`src/rtl/mod_eac_pkg.sv`:
```
package mod_eac_pkg;

  typedef enum logic [0:0] {
    TREE_STRIDE = 1'b0,
    TREE_SPLIT  = 1'b1
  } tree_e;

  typedef struct packed {
    logic g;
    logic p;
  } gp_t;

  // hi covers the more significant span
  function automatic gp_t gp_merge(input gp_t hi, input gp_t lo);
    gp_t r;
    r.g = hi.g | (hi.p & lo.g);
    r.p = hi.p & lo.p;
    return r;
  endfunction

endpackage

```
`src/rtl/mod_eac_pregen.sv`:
```
module mod_eac_pregen #(
  parameter int WIDTH = 16
) (
  input  logic [WIDTH-1:0] a_i,
  input  logic [WIDTH-1:0] b_i,
  output logic [WIDTH-1:0] g_o,
  output logic [WIDTH-1:0] p_o
);

  assign g_o = a_i & b_i;
  assign p_o = a_i ^ b_i;

endmodule

```
`src/rtl/mod_eac_prefix.sv`:
```
module mod_eac_prefix
  import mod_eac_pkg::*;
#(
  parameter int    WIDTH = 16,
  parameter tree_e TREE  = TREE_STRIDE
) (
  input  logic [WIDTH-1:0] g_i,
  input  logic [WIDTH-1:0] p_i,
  output logic [WIDTH-1:0] grp_g_o,  // group generate over [i:0]
  output logic [WIDTH-1:0] grp_p_o   // group propagate over [i:0]
);

  localparam int LEVELS = (WIDTH > 1) ? $clog2(WIDTH) : 1;

  gp_t [LEVELS:0][WIDTH-1:0] node;

  if (TREE == TREE_STRIDE) begin : g_stride
    always_comb begin
      for (int i = 0; i < WIDTH; i++) begin
        node[0][i].g = g_i[i];
        node[0][i].p = p_i[i];
      end
      for (int lv = 1; lv <= LEVELS; lv++) begin
        for (int i = 0; i < WIDTH; i++) begin
          node[lv][i] = node[lv-1][i];
          if (i >= (1 << (lv - 1)))
            node[lv][i] = gp_merge(node[lv-1][i], node[lv-1][i - (1 << (lv - 1))]);
        end
      end
    end
  end else begin : g_split
    always_comb begin
      for (int i = 0; i < WIDTH; i++) begin
        node[0][i].g = g_i[i];
        node[0][i].p = p_i[i];
      end
      for (int lv = 1; lv <= LEVELS; lv++) begin
        for (int i = 0; i < WIDTH; i++) begin
          node[lv][i] = node[lv-1][i];
          // upper half of each 2^lv block takes the lower half's top prefix
          if (((i >> (lv - 1)) & 1) == 1)
            node[lv][i] = gp_merge(node[lv-1][i],
                                   node[lv-1][((i >> (lv - 1)) << (lv - 1)) - 1]);
        end
      end
    end
  end

  always_comb begin
    for (int i = 0; i < WIDTH; i++) begin
      grp_g_o[i] = node[LEVELS][i].g;
      grp_p_o[i] = node[LEVELS][i].p;
    end
  end

endmodule

```
`src/rtl/mod_eac_wrap.sv`:
```
module mod_eac_wrap #(
  parameter int WIDTH = 16
) (
  input  logic [WIDTH-1:0] grp_g_i,
  input  logic [WIDTH-1:0] grp_p_i,
  output logic [WIDTH-1:0] carry_o   // carry into each bit position
);

  logic             eac;
  logic [WIDTH-1:0] fold;

  // all-bits generate is the wrapped carry; all-propagate implies it is 0
  assign eac  = grp_g_i[WIDTH-1];

  // extra prefix level: every prefix also absorbs the wrapped carry
  assign fold = grp_g_i | (grp_p_i & {WIDTH{eac}});

  assign carry_o = {fold[WIDTH-2:0], fold[WIDTH-1]};

endmodule

```
`src/rtl/mod_eac_sumgen.sv`:
```
module mod_eac_sumgen #(
  parameter bit EMIT_ONES = 1'b1,
  parameter int WIDTH     = 16
) (
  input  logic [WIDTH-1:0] p_i,
  input  logic [WIDTH-1:0] carry_i,
  output logic [WIDTH-1:0] s_o,
  output logic             ones_o
);

  assign s_o = p_i ^ carry_i;

  if (EMIT_ONES) begin : g_flag
    assign ones_o = &s_o;
  end else begin : g_noflag
    assign ones_o = 1'b0;
  end

endmodule

```
`src/rtl/mod_eac_adder.sv`:
```
module mod_eac_adder
  import mod_eac_pkg::*;
#(
  parameter int    WIDTH     = 16,
  parameter tree_e TREE      = TREE_STRIDE,
  parameter bit    EMIT_ONES = 1'b1
) (
  input  logic [WIDTH-1:0] a_i,
  input  logic [WIDTH-1:0] b_i,
  output logic [WIDTH-1:0] s_o,
  output logic             ones_o
);

  logic [WIDTH-1:0] bit_g, bit_p;
  logic [WIDTH-1:0] grp_g, grp_p;
  logic [WIDTH-1:0] carry;

  mod_eac_pregen #(.WIDTH(WIDTH)) pregen_i (
    .a_i (a_i),
    .b_i (b_i),
    .g_o (bit_g),
    .p_o (bit_p)
  );

  mod_eac_prefix #(.WIDTH(WIDTH), .TREE(TREE)) prefix_i (
    .g_i     (bit_g),
    .p_i     (bit_p),
    .grp_g_o (grp_g),
    .grp_p_o (grp_p)
  );

  mod_eac_wrap #(.WIDTH(WIDTH)) wrap_i (
    .grp_g_i (grp_g),
    .grp_p_i (grp_p),
    .carry_o (carry)
  );

  mod_eac_sumgen #(.EMIT_ONES(EMIT_ONES), .WIDTH(WIDTH)) sumgen_i (
    .p_i     (bit_p),
    .carry_i (carry),
    .s_o     (s_o),
    .ones_o  (ones_o)
  );

endmodule

```
`config.mk`:
```
export PLATFORM = sky130hd
export DESIGN_NAME = mod_eac_adder
export DESIGN_NICKNAME = d
export VERILOG_FILES = /design/src/rtl/mod_eac_pkg.sv /design/src/rtl/mod_eac_pregen.sv /design/src/rtl/mod_eac_prefix.sv /design/src/rtl/mod_eac_wrap.sv /design/src/rtl/mod_eac_sumgen.sv /design/src/rtl/mod_eac_adder.sv
export SDC_FILE = /design/constraint.sdc
export NUM_CORES = 1
export LEC_CHECK = 0
export ABC_AREA = 0
export CORE_ASPECT_RATIO = 0.9
export CORE_MARGIN = 2
export CORE_UTILIZATION = 43
export DETAILED_ROUTE_END_ITERATION = 8
export PLACE_DENSITY = 0.84
export SYNTH_ARGS = -nofsm -noshare
export SYNTH_HDL_FRONTEND = slang
export SYNTH_HIERARCHICAL = 1
export SYNTH_SLANG_ARGS = --single-unit
```
`constraint.sdc`:
```
create_clock -name vclk -period 5.65
set_input_delay 1.4125 -clock vclk [all_inputs]
set_output_delay 1.4125 -clock vclk [all_outputs]
set_load 0.005 [all_outputs]
```
==> impl_metrics.py, run 1 <==
metrics = {
    "status": {
        "status": "aborted with a tool error",
        "flow.stopped_at": "5_1_grt",
        "tool.error": "[ERROR DPL-0038] Utilization greater than 100%, impossible to legalize",
    },
    "placement": {
        "dpl.hpwl_um": 3190,
        "numPortBuffers": 49,
        "dp_cells": 271,
        "placed_cell_area_mm2": 0.00193,
        "gp_congestion": 0.903,
    },
    "sta": {
        "worst-ep-kind": "output port",
        "worst_endpoint": "ones_o",
    },
    "yosys": {
        "syn_area_per_cell_um2": 7.12,
        "synthCells": 140,
        "synth_area_um2": 997,
        "synth_nets": 188,
        "yosys_warnings": 6,
    },
    "clock_tree": {
        "ctsHoldBuffers": 0,
    },
    "floorplan": {
        "pin_count": 49,
        "die_w_um": 54.8,
        "die_y_um": 49.7,
        "start_util": 0.457,
        "row_count": 16,
    },
    "global_route": {
        "grt_max_degree": 10,
    },
}
==> what timing repair did <==
item / CTS
buffers inserted: 4
pin swaps: 8
setup endpoints to repair: 16
resized for setup: 14
hold endpoints to repair: 0
==> per-stage QoR <==
step	hold WS [ns]	worst slack (ns)	utilization
after global placement	4.12	-0.397	0.886
after floorplan	3.05	0.427	-
after detailed placement	4.12	-0.548	0.886
after CTS	3.86	-0.00740	0.916
==> inputs of run 2 (changes only) <==
CORE_AREA = 2 2 63 65   (was unset)
CORE_ASPECT_RATIO = unset   (was 0.9)
CORE_MARGIN = unset   (was 2)
CORE_UTILIZATION = unset   (was 43)
DIE_AREA = 0 0 65 67   (was unset)
PLACE_DENSITY = unset   (was 0.84)
PLACE_DENSITY_LB_ADDON = 0.15   (was unset)
==> impl_metrics.py, run 2 <==
metrics = {
    "status": {
        "status": "finished, final reports clean",
    },
    "sta": {
        "slew_viol_final": 0,
        "period_minus_slack_ns": 5.55,
        "hold_viol_final": 0,
        "rsz0062_at_grt": "yes",
        "final-setup-viol-count": 0,
        "fin_crit_sh": 0.982,
        "fmax_mhz": 180,
        "whs_ns": 3.56,
        "tightest_slew_ns": 0.294,
        "relSlewSlack": 0.802,
    },
    "global_route": {
        "grt_pass1_wl_um": 6440,
        "grt_pass1_vias": 1539,
        "grt_remaining_overflow": 0,
        "grt_usage": 0.181,
        "antenna_found_initial": 0,
        "grt_max_degree": 9,
    },
    "layout": {
        "final_common_cell": "buf_4",
        "nClkBuffers": 0,
        "n_fill_cell": 344,
        "seq_cells": 0,
        "drive_gt1_frac": 0.399,
        "nets": 298,
        "multi_input_area_mm2": 0.00110,
        "antenna_cells": 0,
        "final_cell_mix": "62 x buf_4, 39 x clkdlybuf4s50_1, 18 x a21o_1",
        "regArea_um2": 0,
        "synthToLayoutAreaGrowth_pct": 119,
    },
    "setup_path": {
        "crit_type": "input port to primary output",
        "worstPathRequired_ns": 4.24,
        "worstPathMaxFanout": 8,
        "startpoint_type": "input port",
        "crit_arrival_ns": 4.13,
        "end_kind": "primary output",
    },
    "floorplan": {
        "die_w_um": 65,
        "die_area_mm2": 0.00436,
        "die_y_um": 67,
        "pin_count": 49,
        "core_mm2": 0.00361,
        "row_count": 22,
        "start_util": 0.277,
    },
    "power": {
        "p_total_uw": 310,
        "leakagePower_uw": 0.00118,
        "powerDensity_mw_per_mm2": 142,
        "max-vdd-ir-drop_uv": 94.5,
    },
    "drt": {
        "vias": 1431,
        "detail_route.iter0.violations": 35,
        "routedWlPerCell_um": 13.7,
        "via_per_inst": 4.83,
        "firstDrtPassIters": 4,
        "drt_drc_violations_left": 0,
        "final_antenna_net_count": 0,
        "wirelength_um": 4060,
    },
    "yosys": {
        "synthCells": 140,
        "synth_nets": 188,
        "synth_area_um2": 997,
        "yosys_warnings": 6,
        "syn_area_per_cell_um2": 7.12,
    },
    "placement": {
        "dpl.hpwl_um": 3330,
        "numPortBuffers": 49,
        "gp_congestion": 0.906,
    },
    "worst_hold_path": {
        "hold_path_class": "input port to primary output",
    },
    "clock_tree": {
        "cts_setup_buffers": 0,
    },
    "job": {
        "maxCapViolCount": 0,
    },
}
[run 2: routing by layer]
layer,part of all wire,vias to the layer above,global-route usage
met5,0,-,0
met4,0.014,0,0.0372
met3,0.044,6,0.0152
met2,0.53,50,0.374
met1,0.41,653,0.197
li1,-,722,-
[run 2: per-stage QoR]
| step | setup TNS [ns] | std cells | setup slack [ns] | instance area, um^2 | utilization |
|---|---|---|---|---|---|
| floorplan | 0 | 140 | 0.427 | 997 | - |
| global placement | -1.09 | 296 | -0.409 | 1990 | 0.552 |
| detailed placement | -2.22 | 296 | -0.541 | 1990 | 0.552 |
| CTS | -0.0431 | 296 | -0.0228 | 2050 | 0.568 |
| global route | -0.0372 | 296 | -0.0252 | 2190 | 0.606 |
| finish | 0 | 296 | 0.104 | 2190 | 0.606 |
[run 2: path summary, 6_finish.rpt]
kind | startpoint | endpoint | slack, ns | cells past startpoint
setup / recovery | a_i[9] | ones_o | 0.10 | 12
hold / removal | a_i[2] | ones_o | 3.56 | 7
[run 2: power breakdown]
| part | switching (uW) | total, uW | leakage [uW] | internal, uW |
|---|---|---|---|---|
| Sequential | 0 | 0 | 0 | 0 |
| Combinational | 125 | 310 | 0.00118 | 186 |
| Clock | 0 | 0 | 0 | 0 |
| Total | 125 | 310 | 0.00118 | 186 |
[run 2: critical path, stage by stage]
cell and delay, ns:
clkdlybuf4s50_1 0.41, ha_1 0.32, a21oi_2 0.24, o21ai_2 0.12, a221oi_2 0.26, o21ai_1 0.13
buf_4 0.19, a21o_4 0.24, xor2_4 0.18, nand4_1 0.14, nor4_2 0.32, buf_2 0.17
[run 2: what timing repair did]
item / in CTS / in global routing
pin swaps: 10 / 20
resized for setup: 14 / 29
endpoints found under the setup margin: 16 / 16
cloned: 0 / 0
hold buffers: 0 / 0
[run 2: final cells by class]
class / instances / share of cell area
multi-input combinational: 126 / 0.505
timing repair buffer: 112 / 0.450
tap: 48 / 0.0275
inverter: 10 / 0.0172
Note: power is estimated with default switching activity, not from simulation.
